`config.mk`:
```
export PLATFORM = sky130hd
export DESIGN_NAME = bgf_pixel_pipe
export DESIGN_NICKNAME = d
export VERILOG_FILES = /design/src/rtl/bgf_pkg.sv /design/src/rtl/bgf_delay.sv /design/src/rtl/bgf_scroll_stage.sv /design/src/rtl/bgf_locate_stage.sv /design/src/rtl/bgf_extract_stage.sv /design/src/rtl/bgf_pixel_pipe.sv
export SDC_FILE = /design/constraint.sdc
export NUM_CORES = 1
export LEC_CHECK = 0
export CELL_PAD_IN_SITES_DETAIL_PLACEMENT = 0
export CELL_PAD_IN_SITES_GLOBAL_PLACEMENT = 1
export CORE_UTILIZATION = 41
export CTS_BUF_LIST = sky130_fd_sc_hd__clkbuf_4
export DETAILED_ROUTE_END_ITERATION = 6
export PLACE_DENSITY_LB_ADDON = 0.1
export SLEW_MARGIN = 20
export SYNTH_ARGS = -nofsm -noshare
export SYNTH_HDL_FRONTEND = slang
export SYNTH_SLANG_ARGS = --single-unit
```
`constraint.sdc`:
```
create_clock -name clk -period 7.65 [get_ports clk]
set_input_delay 1.53 -clock clk [delete_from_list [all_inputs] [get_ports clk]]
set_output_delay 1.53 -clock clk [all_outputs]
set_load 0.005 [all_outputs]
```
`src/rtl/bgf_pkg.sv`:
```
`timescale 1ns/1ps
package bgf_pkg;
   localparam int ATTR_W     = 16;
   localparam int TILE_IDX_W = 10;
   localparam int PAL_IDX_W  = 3;

   // attribute word, fields from bit 15 down to bit 0
   typedef struct packed {
      logic                  hflip;
      logic                  vflip;
      logic                  spare;
      logic [PAL_IDX_W-1:0]  pal;
      logic [TILE_IDX_W-1:0] tile;
   } bg_attr_t;
endpackage

```
`src/rtl/bgf_delay.sv`:
```
`timescale 1ns/1ps
module bgf_delay #(
   parameter int W     = 1,
   parameter int DEPTH = 1
) (
   input  logic         clk,
   input  logic         rst_n,
   input  logic [W-1:0] d,
   output logic [W-1:0] q
);
   generate
      if (DEPTH == 0) begin : g_wire
         logic unused_clk;
         assign unused_clk = clk ^ rst_n;
         assign q = d;
      end else begin : g_pipe
         logic [W-1:0] stage [DEPTH];
         always_ff @(posedge clk or negedge rst_n) begin
            if (!rst_n) begin
               for (int i = 0; i < DEPTH; i++) stage[i] <= '0;
            end else begin
               stage[0] <= d;
               for (int i = 1; i < DEPTH; i++) stage[i] <= stage[i-1];
            end
         end
         assign q = stage[DEPTH-1];
      end
   endgenerate
endmodule

```
`src/rtl/bgf_scroll_stage.sv`:
```
`timescale 1ns/1ps
module bgf_scroll_stage #(
   parameter int          X_W       = 10,
   parameter int          Y_W       = 9,
   parameter int          SCX_W     = 9,
   parameter int          SCY_W     = 8,
   parameter int          TILES_X   = 40,
   parameter int          TILES_Y   = 30,
   parameter int          TILE_PX   = 16,
   parameter int          ADDR_W    = 16,
   parameter int unsigned ATTR_BASE = 'hC000,
   localparam int         COL_W     = $clog2(TILE_PX)
) (
   input  logic              clk,
   input  logic              rst_n,
   input  logic              in_valid,
   input  logic [X_W-1:0]    in_x,
   input  logic [Y_W-1:0]    in_y,
   input  logic [SCX_W-1:0]  in_sx,
   input  logic [SCY_W-1:0]  in_sy,
   output logic              out_valid,
   output logic [ADDR_W-1:0] out_attr_addr,
   output logic [COL_W-1:0]  out_col,
   output logic [COL_W-1:0]  out_row
);
   localparam int BG_W  = TILES_X * TILE_PX;
   localparam int BG_H  = TILES_Y * TILE_PX;
   localparam int BGX_W = $clog2(BG_W);
   localparam int BGY_W = $clog2(BG_H);
   localparam int SX_W  = X_W + 1;
   localparam int SY_W  = Y_W + 1;
   localparam int TX_W  = BGX_W - COL_W;
   localparam int TY_W  = BGY_W - COL_W;

   logic [SX_W-1:0]   sum_x, wrap_x;
   logic [SY_W-1:0]   sum_y, wrap_y;
   logic [BGX_W-1:0]  pos_x;
   logic [BGY_W-1:0]  pos_y;
   logic [TX_W-1:0]   tile_x;
   logic [TY_W-1:0]   tile_y;
   logic [ADDR_W-1:0] attr_addr;

   // one conditional subtraction is enough: both terms are below the span
   always_comb begin
      sum_x  = SX_W'(in_x) + SX_W'(in_sx);
      sum_y  = SY_W'(in_y) + SY_W'(in_sy);
      wrap_x = (sum_x >= SX_W'(BG_W)) ? sum_x - SX_W'(BG_W) : sum_x;
      wrap_y = (sum_y >= SY_W'(BG_H)) ? sum_y - SY_W'(BG_H) : sum_y;
      pos_x  = BGX_W'(wrap_x);
      pos_y  = BGY_W'(wrap_y);
      tile_x = pos_x[BGX_W-1:COL_W];
      tile_y = pos_y[BGY_W-1:COL_W];
      attr_addr = ADDR_W'(ATTR_BASE) + ADDR_W'(tile_x)
                + ADDR_W'(tile_y) * ADDR_W'(TILES_X);
   end

   always_ff @(posedge clk or negedge rst_n) begin
      if (!rst_n) begin
         out_valid     <= 1'b0;
         out_attr_addr <= '0;
         out_col       <= '0;
         out_row       <= '0;
      end else begin
         out_valid <= in_valid;
         if (in_valid) begin
            out_attr_addr <= attr_addr;
            out_col       <= pos_x[COL_W-1:0];
            out_row       <= pos_y[COL_W-1:0];
         end
      end
   end
endmodule

```
`src/rtl/bgf_locate_stage.sv`:
```
`timescale 1ns/1ps
module bgf_locate_stage
   import bgf_pkg::*;
#(
   parameter int          TILE_PX   = 16,
   parameter int          BPP       = 3,
   parameter int          ADDR_W    = 16,
   parameter int          DATA_W    = 16,
   parameter int unsigned TILE_BASE = 0,
   localparam int         COL_W     = $clog2(TILE_PX),
   localparam int         BIT_W     = $clog2(DATA_W)
) (
   input  logic                 clk,
   input  logic                 rst_n,
   input  logic                 in_valid,
   input  logic [COL_W-1:0]     in_col,
   input  logic [COL_W-1:0]     in_row,
   input  logic [DATA_W-1:0]    in_attr,
   output logic                 out_valid,
   output logic [ADDR_W-1:0]    out_word,
   output logic [BIT_W-1:0]     out_bit,
   output logic                 out_two,
   output logic [PAL_IDX_W-1:0] out_pal
);
   localparam int TILE_BITS  = TILE_PX * TILE_PX * BPP;
   localparam int WORDS_TILE = TILE_BITS / DATA_W;
   localparam int OFF_W      = $clog2(TILE_BITS);

   bg_attr_t           attr;
   logic [COL_W-1:0]   col_m, row_m;
   logic [2*COL_W-1:0] pix_idx;
   logic [OFF_W-1:0]   off;
   logic [ADDR_W-1:0]  word;
   logic [BIT_W-1:0]   bitpos;
   logic               unused_spare;

   assign attr         = bg_attr_t'(in_attr);
   assign unused_spare = attr.spare;

   // mirroring a power-of-two index is a bitwise inversion
   always_comb begin
      col_m   = attr.hflip ? ~in_col : in_col;
      row_m   = attr.vflip ? ~in_row : in_row;
      pix_idx = {row_m, col_m};
      off     = OFF_W'(pix_idx) * OFF_W'(BPP);
      bitpos  = off[BIT_W-1:0];
      word    = ADDR_W'(TILE_BASE) + ADDR_W'(attr.tile) * ADDR_W'(WORDS_TILE)
              + ADDR_W'(off >> BIT_W);
   end

   always_ff @(posedge clk or negedge rst_n) begin
      if (!rst_n) begin
         out_valid <= 1'b0;
         out_word  <= '0;
         out_bit   <= '0;
         out_two   <= 1'b0;
         out_pal   <= '0;
      end else begin
         out_valid <= in_valid;
         if (in_valid) begin
            out_word <= word;
            out_bit  <= bitpos;
            out_two  <= bitpos > BIT_W'(DATA_W - BPP);
            out_pal  <= attr.pal;
         end
      end
   end
endmodule

```
`src/rtl/bgf_extract_stage.sv`:
```
`timescale 1ns/1ps
module bgf_extract_stage
   import bgf_pkg::*;
#(
   parameter int  DATA_W = 16,
   parameter int  BPP    = 3,
   localparam int BIT_W  = $clog2(DATA_W)
) (
   input  logic                     clk,
   input  logic                     rst_n,
   input  logic                     in_valid,
   input  logic [BIT_W-1:0]         in_bit,
   input  logic [PAL_IDX_W-1:0]     in_pal,
   input  logic [DATA_W-1:0]        in_lo,
   input  logic [DATA_W-1:0]        in_hi,
   output logic                     out_valid,
   output logic [PAL_IDX_W+BPP-1:0] out_pal_addr
);
   logic [2*DATA_W-1:0] pair;
   logic [BPP-1:0]      code;

   // low word first; a straddling code continues into the next word's bit 0
   assign pair = {in_hi, in_lo};
   assign code = BPP'(pair >> in_bit);

   always_ff @(posedge clk or negedge rst_n) begin
      if (!rst_n) begin
         out_valid    <= 1'b0;
         out_pal_addr <= '0;
      end else begin
         out_valid <= in_valid;
         if (in_valid) out_pal_addr <= {in_pal, code};
      end
   end
endmodule

```
`src/rtl/bgf_pixel_pipe.sv`:
```
`timescale 1ns/1ps
module bgf_pixel_pipe
   import bgf_pkg::*;
#(
   parameter int          X_W       = 10,
   parameter int          Y_W       = 9,
   parameter int          SCX_W     = 9,
   parameter int          SCY_W     = 8,
   parameter int          TILES_X   = 40,
   parameter int          TILES_Y   = 30,
   parameter int          TILE_PX   = 16,
   parameter int          BPP       = 3,
   parameter int          ADDR_W    = 16,
   parameter int          DATA_W    = 16,
   parameter int          COLOR_W   = 12,
   parameter int unsigned ATTR_BASE = 'hC000,
   parameter int unsigned TILE_BASE = 0,
   parameter int          RD_LAT    = 1
) (
   input  logic                     clk,
   input  logic                     rst_n,
   input  logic                     req_valid,
   input  logic [X_W-1:0]           req_x,
   input  logic [Y_W-1:0]           req_y,
   input  logic [SCX_W-1:0]         scroll_x,
   input  logic [SCY_W-1:0]         scroll_y,
   output logic                     attr_rd_en,
   output logic [ADDR_W-1:0]        attr_rd_addr,
   input  logic [DATA_W-1:0]        attr_rd_data,
   output logic                     tile_rd_en_a,
   output logic [ADDR_W-1:0]        tile_rd_addr_a,
   input  logic [DATA_W-1:0]        tile_rd_data_a,
   output logic                     tile_rd_en_b,
   output logic [ADDR_W-1:0]        tile_rd_addr_b,
   input  logic [DATA_W-1:0]        tile_rd_data_b,
   output logic                     pal_rd_en,
   output logic [PAL_IDX_W+BPP-1:0] pal_rd_addr,
   input  logic [DATA_W-1:0]        pal_rd_data,
   output logic                     pix_valid,
   output logic [COLOR_W-1:0]       pix_color
);
   localparam int COL_W    = $clog2(TILE_PX);
   localparam int BIT_W    = $clog2(DATA_W);
   localparam int BG_W     = TILES_X * TILE_PX;
   localparam int BG_H     = TILES_Y * TILE_PX;
   localparam int PAL_AW   = PAL_IDX_W + BPP;
   localparam int SB1_W    = 2 * COL_W + 1;
   localparam int SB2_W    = BIT_W + PAL_IDX_W + 1;

   initial begin
      if ((1 << COL_W) != TILE_PX)            $fatal(1, "tile size must be a power of two");
      if ((1 << BIT_W) != DATA_W)             $fatal(1, "word width must be a power of two");
      if (DATA_W != ATTR_W)                   $fatal(1, "attribute word width mismatch");
      if ((TILE_PX*TILE_PX*BPP) % DATA_W != 0) $fatal(1, "tile must fill whole words");
      if (BPP > DATA_W)                       $fatal(1, "pixel code wider than a word");
      if ((1 << SCX_W) > BG_W || (1 << SCY_W) > BG_H) $fatal(1, "scroll exceeds map span");
      if ((1 << X_W) < BG_W || (1 << Y_W) < BG_H)     $fatal(1, "coordinate too narrow");
      if (COLOR_W > DATA_W)                   $fatal(1, "color wider than palette word");
      if (RD_LAT < 0)                         $fatal(1, "negative read latency");
   end

   // stage 1: scroll, wrap, attribute address
   logic              s1_valid;
   logic [ADDR_W-1:0] s1_attr_addr;
   logic [COL_W-1:0]  s1_col, s1_row;

   bgf_scroll_stage #(
      .X_W(X_W), .Y_W(Y_W), .SCX_W(SCX_W), .SCY_W(SCY_W),
      .TILES_X(TILES_X), .TILES_Y(TILES_Y), .TILE_PX(TILE_PX),
      .ADDR_W(ADDR_W), .ATTR_BASE(ATTR_BASE)
   ) u_scroll (
      .clk(clk), .rst_n(rst_n),
      .in_valid(req_valid), .in_x(req_x), .in_y(req_y),
      .in_sx(scroll_x), .in_sy(scroll_y),
      .out_valid(s1_valid), .out_attr_addr(s1_attr_addr),
      .out_col(s1_col), .out_row(s1_row)
   );

   assign attr_rd_en   = s1_valid;
   assign attr_rd_addr = s1_attr_addr;

   logic [SB1_W-1:0] sb1_q;
   bgf_delay #(.W(SB1_W), .DEPTH(RD_LAT)) u_dly1 (
      .clk(clk), .rst_n(rst_n), .d({s1_valid, s1_col, s1_row}), .q(sb1_q)
   );

   // stage 2: mirror and tile word address
   logic                 s2_valid, s2_two;
   logic [ADDR_W-1:0]    s2_word;
   logic [BIT_W-1:0]     s2_bit;
   logic [PAL_IDX_W-1:0] s2_pal;

   bgf_locate_stage #(
      .TILE_PX(TILE_PX), .BPP(BPP), .ADDR_W(ADDR_W), .DATA_W(DATA_W),
      .TILE_BASE(TILE_BASE)
   ) u_locate (
      .clk(clk), .rst_n(rst_n),
      .in_valid(sb1_q[SB1_W-1]),
      .in_col(sb1_q[2*COL_W-1:COL_W]),
      .in_row(sb1_q[COL_W-1:0]),
      .in_attr(attr_rd_data),
      .out_valid(s2_valid), .out_word(s2_word), .out_bit(s2_bit),
      .out_two(s2_two), .out_pal(s2_pal)
   );

   assign tile_rd_en_a   = s2_valid;
   assign tile_rd_addr_a = s2_word;
   assign tile_rd_en_b   = s2_valid & s2_two;
   assign tile_rd_addr_b = s2_word + ADDR_W'(1);

   logic [SB2_W-1:0] sb2_q;
   bgf_delay #(.W(SB2_W), .DEPTH(RD_LAT)) u_dly2 (
      .clk(clk), .rst_n(rst_n), .d({s2_valid, s2_bit, s2_pal}), .q(sb2_q)
   );

   // stage 3: pixel code and palette address
   logic              s3_valid;
   logic [PAL_AW-1:0] s3_pal_addr;

   bgf_extract_stage #(.DATA_W(DATA_W), .BPP(BPP)) u_extract (
      .clk(clk), .rst_n(rst_n),
      .in_valid(sb2_q[SB2_W-1]),
      .in_bit(sb2_q[BIT_W+PAL_IDX_W-1:PAL_IDX_W]),
      .in_pal(sb2_q[PAL_IDX_W-1:0]),
      .in_lo(tile_rd_data_a), .in_hi(tile_rd_data_b),
      .out_valid(s3_valid), .out_pal_addr(s3_pal_addr)
   );

   assign pal_rd_en   = s3_valid;
   assign pal_rd_addr = s3_pal_addr;

   logic d3_valid;
   bgf_delay #(.W(1), .DEPTH(RD_LAT)) u_dly3 (
      .clk(clk), .rst_n(rst_n), .d(s3_valid), .q(d3_valid)
   );

   // stage 4: color register
   always_ff @(posedge clk or negedge rst_n) begin
      if (!rst_n) begin
         pix_valid <= 1'b0;
         pix_color <= '0;
      end else begin
         pix_valid <= d3_valid;
         if (d3_valid) pix_color <= COLOR_W'(pal_rd_data);
      end
   end
endmodule

```
# After elaboration in Yosys (flattened, before gate mapping)
# Index checks and enable logic that the tools add are counted.
dict set report word_totals {
  reg_bits 88
  wordCells 38
  out_inout_bits 71
  in_bits 103
}
dict set report op_classes {
  bitwise 3
  n_lt_le_gt_ge 3
  n_addsub 8
  n_mux 4
  mul 3
  shifts 1
}
# cell count
set ops {}
lappend ops {{right shift 32 x 4 -> 3 bit} 1}
lappend ops {{adder 15 x 7 -> 16 bit (first input constant)} 1}
lappend ops {{adder 16 x 1 -> 16 bit (second input constant)} 1}
lappend ops {{adder 16 x 11 -> 16 bit} 1}
lappend ops {{adder 16 x 6 -> 16 bit} 1}
lappend ops {{multiplier 10 x 2 -> 12 bit (second input constant)} 1}
lappend ops {{adder 10 x 9 -> 11 bit} 1}
lappend ops {{greater-or-equal comparator 11 x 10 -> 1 bit (second input constant)} 1}
lappend ops {{adder 9 x 8 -> 10 bit} 1}
lappend ops {{greater-or-equal comparator 10 x 9 -> 1 bit (second input constant)} 1}
lappend ops {{multiplier 8 x 2 -> 10 bit (second input constant)} 1}
lappend ops {{two-way mux 10 bit} 1}
lappend ops {{subtractor 10 bit (second input constant)} 1}
lappend ops {{two-way mux 9 bit} 1}
lappend ops {{subtractor 9 bit (second input constant)} 1}
lappend ops {{multiplier 5 x 3 -> 8 bit (second input constant)} 1}
lappend ops {{two-way mux 4 bit} 2}
lappend ops {{inverter 4 bit} 2}
lappend ops {{> comparator 4 bit (second input constant)} 1}
lappend ops {{bitwise AND 1 bit} 1}

# Longest topological paths before layout
dict set report logic_depth {
  depth_word 5
  mapped_depth 19
  mapped_depth_nobuf 19
}

# By module
# Synthesis repeated with hierarchy kept, for this count alone.
dict set report hier_totals {
  hier_cells 579
  area_unflattened_um2 6144.6
}
# mod area_per_inst_um2 instances seq_area_each_um2 cells_each
set by_module_without_submodules {}
lappend by_module_without_submodules {bgf_scroll_stage 2133.3 1 550.5 217}
lappend by_module_without_submodules {bgf_locate_stage 2093.3 1 625.6 223}
lappend by_module_without_submodules {bgf_pixel_pipe 769.5 1 325.3 70}
lappend by_module_without_submodules {bgf_extract_stage 698.2 1 175.2 51}
lappend by_module_without_submodules {{bgf_delay (u_dly1)} 225.2 1 225.2 9}
lappend by_module_without_submodules {{bgf_delay (u_dly2)} 200.2 1 200.2 8}
lappend by_module_without_submodules {{bgf_delay (u_dly3)} 25.0 1 25.0 1}

# Least setup slack after synthesis
# OpenSTA, ideal clock, no wires.
dict set report synth_path {
  kind {input-to-reg}
  start {input port req_y[0]}
  end {register u_scroll.out_attr_addr[9]}
  path_slack_ns 2.024
  path_stages 17
  required_ns 7.525
  t_arrival_ns 5.501
  path_buffers 0
  setup_ns 0.125
  cell_sequence {ha_1 -> fa_1 -> a21o_1 -> a221o_1 -> o31a_2 -> xor2_1 -> nand2_1 -> o211ai_1 -> o21ai_0 -> ha_1 -> ha_1 -> fa_1 -> xor2_1 -> nand3_1 -> xnor2_1 -> xnor2_1 -> mux2_4}
}
dict set report synth_between {
  elab_chain_cells 5
  word_cells_on_any_way 6
  classes_between {3 x add/sub; 1 x mul; 1 x order compare; 1 x mux}
}
# element line_no
set synth_lines {}
lappend synth_lines {{start, declared} bgf_pixel_pipe.sv:24} ;# input logic [Y_W-1:0] req_y,
lappend synth_lines {{adder 9 x 8 -> 10 bit (*)} bgf_scroll_stage.sv:46} ;# sum_y = SY_W'(in_y) + SY_W'(in_sy);
lappend synth_lines {{subtractor 9 bit / greater-or-equal comparator 10 x 9 -> 1 bit (equally long branches)} bgf_scroll_stage.sv:48} ;# wrap_y = (sum_y >= SY_W'(BG_H)) ? sum_y - SY_W'(BG_H) : sum_y;
lappend synth_lines {{two-way mux 9 bit (*)} bgf_scroll_stage.sv:48}
lappend synth_lines {{multiplier 5 x 3 -> 8 bit (*)} bgf_scroll_stage.sv:54} ;# + ADDR_W'(tile_y) * ADDR_W'(TILES_X);
lappend synth_lines {{adder 16 x 11 -> 16 bit (*)} bgf_scroll_stage.sv:54}
lappend synth_lines {{end signal, assigned} bgf_scroll_stage.sv:66} ;# out_attr_addr <= attr_addr;
lappend synth_lines {{end, declared} bgf_scroll_stage.sv:22} ;# output logic [ADDR_W-1:0] out_attr_addr,
# Every way passes the cells marked *; elsewhere a longest branch is shown, timed or not.
# A chain may end at the register's enable or synchronous reset.

# Worst setup path in the final report
# Ends and elaborated chain as after synthesis.

==> results.md <==
### Clock network
• **number of buffers inserted by hold repair at cts** 0
• **Num Clock Sinks** 85
• **H-Tree Depth** 3
• **clock-pin slew of the registers on the worst-case setup and hold paths** 0.14 ns
• **buffer levels on the longest clock path** 2
• **clock tree from TritonCTS** yes
• **cts repair resizes** 0
• **post-CTS setup buffer count** 0
• **master cell of the clock root buffer** clkbuf_4
• **total clock buffers created by CTS** 9
• **latest clock arrival within the worst-skew pair** 0.44 ns

### Synthesis
• **count of unique library cells instantiated by Yosys** 75
• **count of flip-flops with a built-in enable after synthesis** 0
• **sequential cell area fraction in the yosys report** 35.1%
• **Top FF cell, synth** dfrtp_1
• **synthesized netlist cell count** 569
• **warning count from the yosys run** 0
• **total of flip-flops plus latches after synthesis** 85
• **post-synthesis average cell area** 10.7 um^2
• **proportion of register bits with asynchronous set or reset after synthesis** 100%
• **Mapped Area** 6070 um^2

### Route
• **starting DRC count in detailed routing** 198
• **number of nets still failing antenna checks after routing** 0
• **total number of vias** 4754
• **DRC errors left** 0
• **per-cell via count in the routed design** 5.27
• **detailed-routing iteration count for the pre-antenna-repair pass** 4
• **Final Routed Wirelength** 13000 um
• **detailed-route wire length per cell** 14.5 um

### Worst hold path
• **Worst Hold Path EP** u_dly1.q[4]
• **HP Class** register to register
• **worst hold path stage count** 0
• **hold path startpoint** u_scroll.out_col[0]

### Setup path
• **launching instance or port of the critical path** req_y[0]
• **logic depth of the worst register-to-register path** 16
• **launch point of the worst reg-to-reg path** u_dly1.q[6]
• **Critical Path Start Type** input pin
• **Setup Crit Path Kind** input pin to register
• **worst path required time** 8.00 ns
• **highest fanout seen on the critical path** 4
• **arrival time of the worst setup path** 6.32 ns
• **endpoint of the lowest-slack register-to-register path** u_locate.out_word[14]
• **slack of the worst reg-to-reg path** 3.54 ns
• **category of the worst setup path capture point** register

### STA
• **smallest setup slack after layout** 1.68 ns
• **number of endpoints with negative hold slack in the final report** 0
• **clock period minus worst slack** 5.97 ns
• **Final TNS setup** 0 ns
• **Least-Margin Pin Slew** 0.755 ns
• **unrepaired setup endpoints after global routing** no
• **Tcrit/Tclk final** 78.1%
• **worst hold slack after final layout** 0.373 ns
• **clk_skew** 0.0183 ns
• **Final Setup Violations** 0
• **tightest slew margin relative to the limit** 49.7%
• **Slew Limit Fails** 0
• **maximum frequency from static timing analysis** 0.167 GHz

### Finish
• **Final Instance Count excl. Fillers** 902
• **Layout fillers** 1304
• **Layout area overhead** 30.0%
• **fraction of the core area covered by cells at the end of the flow** 54.5%
• **area of combinational cells with multiple inputs** 3750 um^2
• **fraction of final layout cells sized beyond drive strength 1** 13.6%
• **Seq. cell area** 2130 um^2
• **number of antenna repair diodes** 0
• **nets@finish** 869
• **most frequent cells in the layout** 150 x clkdlybuf4s50_1, 85 x dfrtp_1, 47 x ha_1
• **leading cell type in the layout, fill and taps excluded** clkdlybuf4s50_1

### GRT
• **total global routing track utilization** 18.2%
• **initial antenna violation count** 0
• **pin count of the biggest net entering global routing** 86
• **global-route wire length before repair** 22000 um
• **number of global-route vias before repair** 4704
• **met3 Track Usage GR** 4.03%
• **final global-route overflow total** 0
• **met1 routing resource usage after global routing** 23.1%
• **met2 global-route usage** 31.4%
• **busiest grt layer** met2

### Power and ir drop
• **reported leakage power** 3.22 nW
• **worst vdd ir** 0.149 mV
• **Pwr per Cell Area** 246 nW/um^2

### Placed design
• **cell count after placement** 886
• **worst setup timing slack at the placement stage** 1.22 ns
• **last weighted congestion value of the routability-driven placer** 0.829
• **input/output buffers** 152
• **hpwl dp** 10300 um

### Floorplan
• **area of the die** 15300 um^2
• **die extent in y** 124 um
• **Starting Density** 41.9%
• **die span in x** 124 um
• **top-level I/O count** 174
• **Row Count** 44
• **Core Region** 14500 um^2

### Flow run
• **max-capacitance violation count** 0

### Status
• **result of the run** finished clean

[power breakdown]
part | leakage (nW) | switching [mW] | total [mW] | internal (mW)
combinational | 2.15 | 0.392 | 0.965 | 0.573
sequential | 0.992 | 0.120 | 0.681 | 0.561
clock | 0.0829 | 0.163 | 0.297 | 0.134
total | 3.22 | 0.675 | 1.94 | 1.27
[how the worst max path moves through the flow]
stage	cells after the start	slack [ns]	to
global route	18	1.42	u_scroll.out_attr_addr[9]
global placement	18	1.22	u_scroll.out_attr_addr[9]
floorplan	17	2.02	u_scroll.out_attr_addr[9]
detailed placement	18	1.22	u_scroll.out_attr_addr[9]
CTS	18	1.69	u_scroll.out_attr_addr[9]
finish	18	1.68	u_scroll.out_attr_addr[9]
[synth_stat cells, types with 5 or more instances]
library cell	n	area, um^2
o21ai_0	23	115
mux2_2	41	462
nor4_1	5	31.3
o21a_1	5	37.5
nor3_1	6	30.0
a211oi_1	9	67.6
nand3_1	11	55.1
o21ai_1	6	30.0
and3_1	5	31.3
dfrtp_1	85	2130
a21o_1	13	97.6
xor2_1	21	184
xnor2_1	42	368
fa_1	6	120
inv_1	23	86.3
mux4_2	13	293
clkbuf_1	13	48.8
nor2_1	29	109
nand2b_1	7	43.8
and2_1	6	37.5
nand2_1	26	97.6
ha_1	47	588
nor2b_1	8	50.1
a21oi_1	29	145
[metal layers]
| layer | vias up | part of all wire (%) |
|---|---|---|
| li1 | 2361 | - |
| met1 | 2264 | 46 |
| met2 | 120 | 48 |
| met3 | 9 | 5.4 |
| met4 | 0 | 0.68 |
| met5 | - | 0 |
[state kept, by name, summed over array words and instances (netlist names), 3 cells and up]
| signal | flops |
|---|---|
| u_scroll.out_row | 4 |
| u_scroll.out_attr_addr | 13 |
| u_locate.out_bit | 4 |
| u_scroll.out_col | 4 |
| pix_color | 12 |
| u_dly2.q | 8 |
| u_dly1.q | 9 |
| u_locate.out_pal | 3 |
| u_locate.out_word | 16 |
| u_extract.out_pal_addr | 6 |
[cell families after synthesis]
group / synth area share [%]
AOI/OAI and AO/OA: 14.9
DFF: 35.1
other: 0.0618
muxes: 13.6
and+or+nand+nor: 11.8
buffers and inverters: 3.11
xor gates and xnor gates: 9.82
adders and majority gates: 11.7
[final cells by class]
class                           instances  share of cell area (%)
Multi-Input combinational cell        441                    47.6
Timing Repair Buffer                  153                    19.3
Sequential cell                        85                    27.0
Inverter                               23                    1.09
Clock buffer                            9                   0.856
Tap cell                              184                    2.92
Clock inverter                          7                    1.24
[critical path, cell delays in order]
cell and delay [ns]:
clkdlybuf4s50_1 0.44, ha_1 0.26, fa_1 0.44, a21o_1 0.22
a221o_1 0.36, o31a_2 0.35, xor2_1 0.28, nand2_1 0.09
o211ai_1 0.15, o21ai_0 0.24, ha_1 0.37, ha_1 0.23
fa_1 0.39, xor2_1 0.28, nand3_1 0.15, xnor2_1 0.16
xnor2_1 0.13, mux2_4 0.26
[through the flow]
stage | area (um^2) | power (mW)
5_1_grt | 7890 | 2.11
6_report | 7890 | 1.94
4_1_cts | 7890 | 1.97
3_3_place_gp | 7720 | 1.64
3_5_place_dp | 7720 | 1.66
2_1_floorplan | 6070 | 1.24
Note: power is estimated with default switching activity, not from simulation.
